<file path="src/rtl/pwmih_pkg.sv">
`timescale 1ns/1ps
package pwmih_pkg;
    // Sequencer phase within one PWM period
    typedef enum logic [1:0] {
        ST_DISCHARGE = 2'd0,
        ST_INTEGRATE = 2'd1,
        ST_SAMPLE    = 2'd2
    } seq_state_t;
endpackage

</file>
<file path="src/rtl/pwmih_period_ctr.sv">
`timescale 1ns/1ps
module pwmih_period_ctr #(
    parameter int PERIOD_CYC = 50000,
    parameter int CW         = $clog2(PERIOD_CYC + 1)
) (
    input  logic clk,
    input  logic rst_n,
    output logic wrap_o
);
    localparam logic [CW-1:0] LAST = CW'(PERIOD_CYC - 1);

    logic [CW-1:0] pos_q;

    // Starts at the last position so the first edge after reset opens a period
    always_ff @(posedge clk or negedge rst_n) begin
        if (!rst_n) begin
            pos_q <= LAST;
        end else if (pos_q == LAST) begin
            pos_q <= '0;
        end else begin
            pos_q <= pos_q + 1'b1;
        end
    end

    assign wrap_o = (pos_q == LAST);
endmodule

</file>
<file path="src/rtl/pwmih_dncnt.sv">
`timescale 1ns/1ps
module pwmih_dncnt #(
    parameter int W = 8
) (
    input  logic         clk,
    input  logic         rst_n,
    input  logic         load_i,
    input  logic [W-1:0] val_i,
    output logic         zero_o
);
    logic [W-1:0] cnt_q;

    always_ff @(posedge clk or negedge rst_n) begin
        if (!rst_n) begin
            cnt_q <= '0;
        end else if (load_i) begin
            cnt_q <= val_i;
        end else if (cnt_q != '0) begin
            cnt_q <= cnt_q - 1'b1;
        end
    end

    assign zero_o = (cnt_q == '0);
endmodule

</file>
<file path="src/rtl/pwmih_fsm.sv">
`timescale 1ns/1ps
module pwmih_fsm
    import pwmih_pkg::*;
#(
    parameter int PERIOD_CYC = 50000,
    parameter int STB_LEN    = 500,
    parameter int CW         = $clog2(PERIOD_CYC + 1),
    parameter int SW         = $clog2(STB_LEN + 1)
) (
    input  logic          clk,
    input  logic          rst_n,
    input  logic          wrap_i,
    input  logic [CW-1:0] duty_i,
    input  logic          hi_zero_i,
    input  logic          stb_zero_i,
    output logic          hi_load_o,
    output logic [CW-1:0] hi_val_o,
    output logic          stb_load_o,
    output logic [SW-1:0] stb_val_o,
    output logic          pwm_o,
    output logic          sample_o,
    output logic          discharge_o
);
    localparam logic [CW-1:0] MAX_HI = CW'(PERIOD_CYC - STB_LEN);

    seq_state_t    state_q, state_d;
    logic [CW-1:0] duty_c;

    // Clamp keeps the strobe inside the period
    assign duty_c    = (duty_i > MAX_HI) ? MAX_HI : duty_i;
    assign hi_val_o  = duty_c - 1'b1;
    assign stb_val_o = SW'(STB_LEN - 1);

    // Next state: the period boundary takes priority over every phase
    always_comb begin
        state_d    = state_q;
        hi_load_o  = 1'b0;
        stb_load_o = 1'b0;
        if (wrap_i) begin
            if (duty_c != '0) begin
                state_d   = ST_INTEGRATE;   // start
                hi_load_o = 1'b1;
            end else begin
                state_d   = ST_DISCHARGE;   // skip
            end
        end else begin
            unique case (state_q)
                ST_INTEGRATE: begin
                    if (hi_zero_i) begin
                        state_d    = ST_SAMPLE; // capture
                        stb_load_o = 1'b1;
                    end
                end
                ST_SAMPLE: begin
                    if (stb_zero_i) begin
                        state_d = ST_DISCHARGE; // dump
                    end
                end
                ST_DISCHARGE: state_d = ST_DISCHARGE;
                default:      state_d = ST_DISCHARGE;
            endcase
        end
    end

    // State register
    always_ff @(posedge clk or negedge rst_n) begin
        if (!rst_n) begin
            state_q <= ST_DISCHARGE;
        end else begin
            state_q <= state_d;
        end
    end

    // Registered outputs, decoded from the next state
    always_ff @(posedge clk or negedge rst_n) begin
        if (!rst_n) begin
            pwm_o       <= 1'b0;
            sample_o    <= 1'b0;
            discharge_o <= 1'b1;
        end else begin
            pwm_o       <= (state_d == ST_INTEGRATE);
            sample_o    <= (state_d == ST_SAMPLE);
            discharge_o <= (state_d == ST_DISCHARGE);
        end
    end
endmodule

</file>
<file path="src/rtl/pwmih_seq.sv">
`timescale 1ns/1ps
module pwmih_seq #(
    parameter int PERIOD_CYC = 50000,
    parameter int CYC_PER_US = 50,
    parameter int CW         = $clog2(PERIOD_CYC + 1)
) (
    input  logic          clk,
    input  logic          rst_n,
    input  logic [CW-1:0] duty_i,
    output logic          pwm_o,
    output logic          sample_o,
    output logic          discharge_o
);
    localparam int STB_LEN = 10 * CYC_PER_US;
    localparam int SW      = $clog2(STB_LEN + 1);

    logic          wrap;
    logic          hi_load, hi_zero;
    logic [CW-1:0] hi_val;
    logic          stb_load, stb_zero;
    logic [SW-1:0] stb_val;

    pwmih_period_ctr #(.PERIOD_CYC(PERIOD_CYC), .CW(CW)) u_period (
        .clk    (clk),
        .rst_n  (rst_n),
        .wrap_o (wrap)
    );

    pwmih_dncnt #(.W(CW)) u_hi_cnt (
        .clk    (clk),
        .rst_n  (rst_n),
        .load_i (hi_load),
        .val_i  (hi_val),
        .zero_o (hi_zero)
    );

    pwmih_dncnt #(.W(SW)) u_stb_cnt (
        .clk    (clk),
        .rst_n  (rst_n),
        .load_i (stb_load),
        .val_i  (stb_val),
        .zero_o (stb_zero)
    );

    pwmih_fsm #(
        .PERIOD_CYC (PERIOD_CYC),
        .STB_LEN    (STB_LEN),
        .CW         (CW),
        .SW         (SW)
    ) u_fsm (
        .clk         (clk),
        .rst_n       (rst_n),
        .wrap_i      (wrap),
        .duty_i      (duty_i),
        .hi_zero_i   (hi_zero),
        .stb_zero_i  (stb_zero),
        .hi_load_o   (hi_load),
        .hi_val_o    (hi_val),
        .stb_load_o  (stb_load),
        .stb_val_o   (stb_val),
        .pwm_o       (pwm_o),
        .sample_o    (sample_o),
        .discharge_o (discharge_o)
    );
endmodule

</file>
<file path="config.mk">
export PLATFORM = sky130hd
export DESIGN_NAME = pwmih_seq
export DESIGN_NICKNAME = d
export VERILOG_FILES = /design/src/rtl/pwmih_pkg.sv /design/src/rtl/pwmih_period_ctr.sv /design/src/rtl/pwmih_dncnt.sv /design/src/rtl/pwmih_fsm.sv /design/src/rtl/pwmih_seq.sv
export SDC_FILE = /design/constraint.sdc
export NUM_CORES = 1
export LEC_CHECK = 0
export BUFFER_PORTS_ARGS = -buffer_cell sky130_fd_sc_hd__buf_4
export CAP_MARGIN = 40
export CORE_ASPECT_RATIO = 0.6
export CORE_MARGIN = 5
export CORE_UTILIZATION = 45
export CTS_CLUSTER_SIZE = 20
export DETAILED_ROUTE_END_ITERATION = 7
export PLACE_DENSITY_LB_ADDON = 0.2
export SETUP_SLACK_MARGIN = 0.2
export SLEW_MARGIN = 20
export SYNTH_ARGS = -nofsm -noshare
export SYNTH_HDL_FRONTEND = slang
export SYNTH_SLANG_ARGS = --single-unit
</file>
<file path="constraint.sdc">
create_clock -name clk -period 4 [get_ports clk]
set_input_delay 0.6 -clock clk [delete_from_list [all_inputs] [get_ports clk]]
set_output_delay 0.6 -clock clk [all_outputs]
set_load 0.005 [all_outputs]
</file>
==> results of run 1 <==
## worst max-delay path, delay by kind of cell (launching register included)
family                     cells  cell delay [ns]
DFF                            1             0.55
adders and majority gates      2             0.48
buffers and inverters          2             0.45
AOI/OAI and AO/OA              3             0.43
xor gates and xnor gates       1             0.14
and+or+nand+nor                4             1.10
## synthesized netlist by cell type, drive strengths merged (3+ instances only)
| master | count |
|---|---|
| a22oi | 5 |
| nand3 | 9 |
| o21ai | 13 |
| nor2 | 31 |
| dfrtp | 36 |
| or3 | 4 |
| and3 | 5 |
| ha | 5 |
| buf | 4 |
| or4 | 4 |
| clkbuf | 3 |
| xor2 | 10 |
| a22o | 3 |
| dfstp | 10 |
| nor3 | 10 |
| mux2i | 7 |
| nand4 | 4 |
| and2 | 3 |
| inv | 9 |
| nor4 | 6 |
| nor2b | 5 |
| a21oi | 8 |
| xnor2 | 13 |
| nand2 | 26 |
## cell type report
| class | count | share of cell area (%) |
|---|---|---|
| well taps | 80 | 3.45 |
| flip-flops and latches | 46 | 40.1 |
| clock buffers | 8 | 2.76 |
| inverters | 9 | 1.16 |
| multi-input cells | 207 | 46.9 |
| repair buffers | 22 | 5.69 |
## routing by layer
| metal | up-vias | global-route usage [%] | wire [um] |
|---|---|---|---|
| met5 | - | 0 | 0 |
| met4 | 0 | 4.25 | 66 |
| met3 | 9 | 3.81 | 356 |
| met2 | 61 | 23.1 | 2200 |
| met1 | 977 | 26.0 | 2980 |
| li1 | 1009 | - | - |
## registers in the layout, indices dropped and copies added, names as in the netlist
name               flops
u_hi_cnt.cnt_q        16
u_fsm.sample_o         1
u_period.pos_q        16
u_fsm.pwm_o            1
u_stb_cnt.cnt_q        9
u_fsm.state_q          2
u_fsm.discharge_o      1
## through the flow
step                      power, uW  setup WS, ns
after global placement          516         0.745
after global routing            818         0.489
after detailed placement        515         0.717
after CTS                       792         0.739
after floorplan                 483          1.18
final                           775         0.712
## where the power goes
part	switching (uW)	total [uW]	leakage [uW]	internal (uW)
logic	25.7	41.5	0.000690	15.8
registers	0	465	0.000540	465
clock network	144	268	0.0000395	124
total	170	775	0.00127	605
## kinds of logic after synthesis
group,after synthesis,synth area share (%)
buffers and inverters,16,2.98
adders and majority gates,5,2.41
muxes,9,4.18
AOI/OAI and AO/OA,48,13.2
DFF,46,44.7
and+or+nand+nor,122,24.7
xor gates and xnor gates,23,7.74
## worst min path at each step
stage,to,depth (start not counted)
2_1_floorplan,u_fsm.pwm_o,0
3_3_place_gp,u_period.pos_q[7],1
3_5_place_dp,u_period.pos_q[13],1
4_1_cts,u_hi_cnt.cnt_q[10],1
5_1_grt,u_hi_cnt.cnt_q[10],1
6_report,u_hi_cnt.cnt_q[10],1
==> impl_metrics.ini, run 1 <==
[logic_synthesis]
async_flop_share_pct = 100
syn-num-nets = 292
yosysWarnings = 0
synthFlopType = dfrtp_1
syn-mean-instance-area_um2 = 9.67
synth_top_area_share_pct = 34.6
synth_area_leaders = dfrtp_1 (35%), dfstp_2 (10%), nor2_1 (4.5%), xnor2_1 (4.4%), nand2_1 (3.8%)
synth_seq_cells = 46
synth_edf_count = 0
synth_cell_type_count = 57
synthCells = 269
seq_area_frac_synth_pct = 44.7
syn_area_um2 = 2600
synth_top_area_cell = dfrtp_1

[cts]
cts_hold_repair.buffers = 0
cts-resized-gates = 0
cts_tree = done
clkTransAtPathRegs_ns = 0.08
clock-root-buffer = clkbuf_8
cts_buffers = 5
clkLatencyLatePin_ns = 0.29
clock_sinks = 46
htreeDepth = 2
clock_path_buffers = 2
postCtsSetupBuffers = 0

[cells_and_area]
final_util_pct = 51.9
num-fill-cells = 520
layout-drive-gt1-share_pct = 15.8
fin_nets = 314
finalInstanceArea_um2 = 2900
final_common_cell = dfrtp_1
num_antenna_cells = 0
area_growth_pct = 11.6
final_cell_mix = dfrtp_1 (36), nor2_1 (31), nand2_1 (26)
ff_latch_area_um2 = 1160
stdcell_count = 372
multi_input_area_um2 = 1360

[setup_path]
worstSetupPathType = register to register
crit_required_ns = 4.15
worstRegToRegCells = 12
crit_slowest_cell = dfstp_2
cpPeakStageDelay_ns = 0.55
rrSetupSlack_ns = 0.71
r2r-end = u_hi_cnt.cnt_q[4]
cp_data_arrival_time_ns = 3.43
path_cells = ha_1 > and3_1 > and4_1 > buf_4 > o21ai_1 > buf_4 > nor2_1 > a22oi_1 > ha_1 > o211a_1 > xnor2_1 > nor2b_1
startpoint = u_period.pos_q[0]
cp-start-kind = register
cp-end-kind = register
critPathMaxFanout = 16
r2r_start = u_period.pos_q[0]
cp-endpoint = u_hi_cnt.cnt_q[4]

[sta]
finalSetupViolCount = 0
hold_ws_ns = 0.297
fin_crit_ns = 3.29
drv_slew = 0
skew_ns = 0.00481
setup_tns_ns = 0
fmax_mhz = 304
finalHoldViolCount = 0
tightest_slew_ns = 0.795
post-route-period-util_pct = 82.2
max_slew_margin_pct = 46.8
rsz0062_at_grt = no

[drt]
routed_wl_um = 5600
drt_iter0_drc = 199
wire_per_inst_um = 15.0
vias = 2056
ant_nets = 0
drtPass1Iterations = 5
drc = 0
via_per_inst = 5.53

[placed_design]
dp.cells = 364
hpwl_um = 4150
port_buffers = 20
post_dp_cell_area_um2 = 2820
place_congestion = 0.863

[global_routing]
grt_overflow = 0
grt_pass1_wl_um = 9610
grt_pass1_vias = 1896
antenna_found_initial = 0
grt_max_degree = 47
track_usage_pct = 16.8

[die]
rows = 21
ios = 21
core_um2 = 5600
fp.dieH_um = 68.9
die_w_um = 108
dieArea_um2 = 7450
start_util_pct = 46.5

[power_and_ir_drop]
leakagePower_uw = 0.00127
powerDensity_nw_per_um2 = 267
ir_drop_mv = 0.120

[run_status]
status = finished clean

[job]
cap_violations = 0

[min_path]
min_path_type = primary input to async pin
Power figures use the tool's default switching activity.
==> inputs of run 2 (changes only) <==
==> constraint.sdc (replaced) <==
create_clock -name clk -period 3.1 [get_ports clk]
set_input_delay 0.465 -clock clk [delete_from_list [all_inputs] [get_ports clk]]
set_output_delay 0.465 -clock clk [all_outputs]
set_load 0.005 [all_outputs]
==> run 2 against run 1 <==
Clock power is 65% higher. Worst hold slack worse by 0.15 ns. Largest power group unchanged. First-iteration DRC count is 18% lower. Clock skew is 0.0022 ns lower. Flip-flop and latch count stayed put. Sequential share of layout area is 1.5 points lower. Critical endpoint is now u_hi_cnt.cnt_q[8]. Final area is 3.8% higher. Die area stayed put. Total power is 42% higher. Global-route usage is 0.69 points higher. Largest cell class unchanged. Sequential power is 29% higher. Count of clock-buffer cells in the layout is 1 lower.
==> impl_metrics.ini, run 2 (synthesized netlist as in run 1, its figures left out) <==
[setup_path]
cp-endpoint = u_hi_cnt.cnt_q[8]
rrSetupSlack_ns = 0.33
cp_num_buf_inv = 1
r2r_start = u_period.pos_q[15]
crit_required_ns = 3.34
critPathMaxFanout = 13
cp-start-kind = register
startpoint = u_period.pos_q[15]
crit_slowest_cell = dfstp_2
worstRegToRegCells = 8
path_cells = nor4bb_2 > and4_2 > o21ai_1 > buf_4 > nor3_2 > o2111ai_4 > or4_1 > nand2_1
path_depth = 8
cpPeakStageDelay_ns = 0.54
cp_data_arrival_time_ns = 3.01
r2r-end = u_hi_cnt.cnt_q[8]
worstSetupPathType = register to register
cp_top_family = simple AND/OR/NAND/NOR gates
cp-end-kind = register

[placed_design]
dp.cells = 373
place_congestion = 0.976
hpwl_um = 4590
port_buffers = 20

[cts]
cts_tree = done
cts_buffers = 5
postCtsSetupBuffers = 0
clock-root-buffer = clkbuf_8
clock_sinks = 46
clkLatencyLatePin_ns = 0.30
clkTransAtPathRegs_ns = 0.08
htreeDepth = 2
clock_path_buffers = 2

[cells_and_area]
stdcell_count = 381
layout-drive-gt1-share_pct = 20.3
largestRegisters = u_hi_cnt.cnt_q x16, u_period.pos_q x16, u_stb_cnt.cnt_q x9
final_util_pct = 53.8
final_common_cell = dfrtp_1
final_cell_mix = dfrtp_1 (36), nor2_1 (31), buf_4 (31)
area_growth_pct = 15.8
fin_nets = 323
num_antenna_cells = 0

[sta]
max_slew_margin_pct = 57.0
drv_slew = 0
skew_ns = 0.00260
fmax_mhz = 361
post-route-period-util_pct = 89.4
finalSetupViolCount = 0
finalHoldViolCount = 0
setup_tns_ns = 0
tightest_slew_ns = 0.640
rsz0062_at_grt = no
fin_crit_ns = 2.77

[job]
cap_violations = 0

[die]
start_util_pct = 46.5
fp.dieH_um = 68.9
ios = 21
die_w_um = 108
core_um2 = 5600
rows = 21
dieArea_um2 = 7450

[global_routing]
grt_pass1_vias = 1894
grt_max_degree = 47
grt_overflow = 0
grt-busiest-layer = met1
use_met3_pct = 4.65
track_usage_pct = 17.5
antenna_found_initial = 0
met1_usage_pct = 28.5
grt_pass1_wl_um = 9890
use_met2_pct = 22.2

[power_and_ir_drop]
leakagePower_uw = 0.00133
powerDensity_nw_per_um2 = 364
ir_drop_mv = 0.152
total_power_uw = 1100

[drt]
wire_per_inst_um = 15.8
vias = 2116
ant_nets = 0
via_per_inst = 5.55
drt_iter0_drc = 163
drc = 0
drtPass1Iterations = 4
routed_wl_um = 6020

[min_path]
min_path_type = primary input to async pin

[run_status]
status = finished clean
run 2: final cells by class:
| type | instances | area [um2] |
|---|---|---|
| Inverter | 9 | 33.8 |
| Clock buffer | 7 | 76.3 |
| Tap cell | 80 | 100 |
| Multi-Input combinational cell | 207 | 1380 |
| Clock inverter | 1 | 30.0 |
| Timing Repair Buffer | 31 | 233 |
| Fill cell | 513 | 2580 |
| Sequential cell | 46 | 1160 |
run 2: power by group:
group / switching (uW) / leakage [uW] / internal, uW / total (uW)
clock: 201 / 0.0000524 / 241 / 442
combinational: 33.5 / 0.000736 / 22.0 / 55.5
sequential: 0 / 0.000540 / 600 / 600
total: 234 / 0.00133 / 864 / 1100
run 2: worst min path at each step:
stage                  startpoint                  to  slack, ns  depth (start not counted)
3_3_place_gp   u_period.pos_q[13]  u_period.pos_q[13]       0.48                          1
3_5_place_dp    u_period.pos_q[7]   u_period.pos_q[7]       0.49                          1
2_1_floorplan               rst_n         u_fsm.pwm_o       0.17                          0
5_1_grt                     rst_n  u_stb_cnt.cnt_q[0]       0.19                          1
6_report                    rst_n  u_hi_cnt.cnt_q[10]       0.15                          1
4_1_cts                     rst_n  u_stb_cnt.cnt_q[0]       0.18                          1
run 2: repair_timing:
| action | CTS | global route |
|---|---|---|
| hold buffers | 0 | 0 |
| endpoints found under the setup margin | 0 | 8 |
| resized for setup | 0 | 5 |
run 2: metal layers:
metal,routed length (um),vias up
li1,-,1034
met1,3360,1017
met2,2290,60
met3,353,5
met4,25,0
met5,0,-
run 2: per-stage QoR:
stage | setup WS [ns] | hold WS [ns] | area (um2)
after global routing | 0.183 | 0.190 | 3010
final | 0.330 | 0.146 | 3010
after detailed placement | 0.141 | 0.494 | 2890
after global placement | 0.179 | 0.485 | 2890
after CTS | 0.266 | 0.176 | 3000
after floorplan | 0.281 | 0.169 | 2600
run 2: worst reg2reg max path: stages (launching register included):
cell       delay [ns]
dfstp_2          0.54
nor4bb_2         0.32
and4_2           0.35
o21ai_1          0.16
buf_4            0.23
nor3_2           0.30
o2111ai_4        0.20
or4_1            0.54
nand2_1          0.08
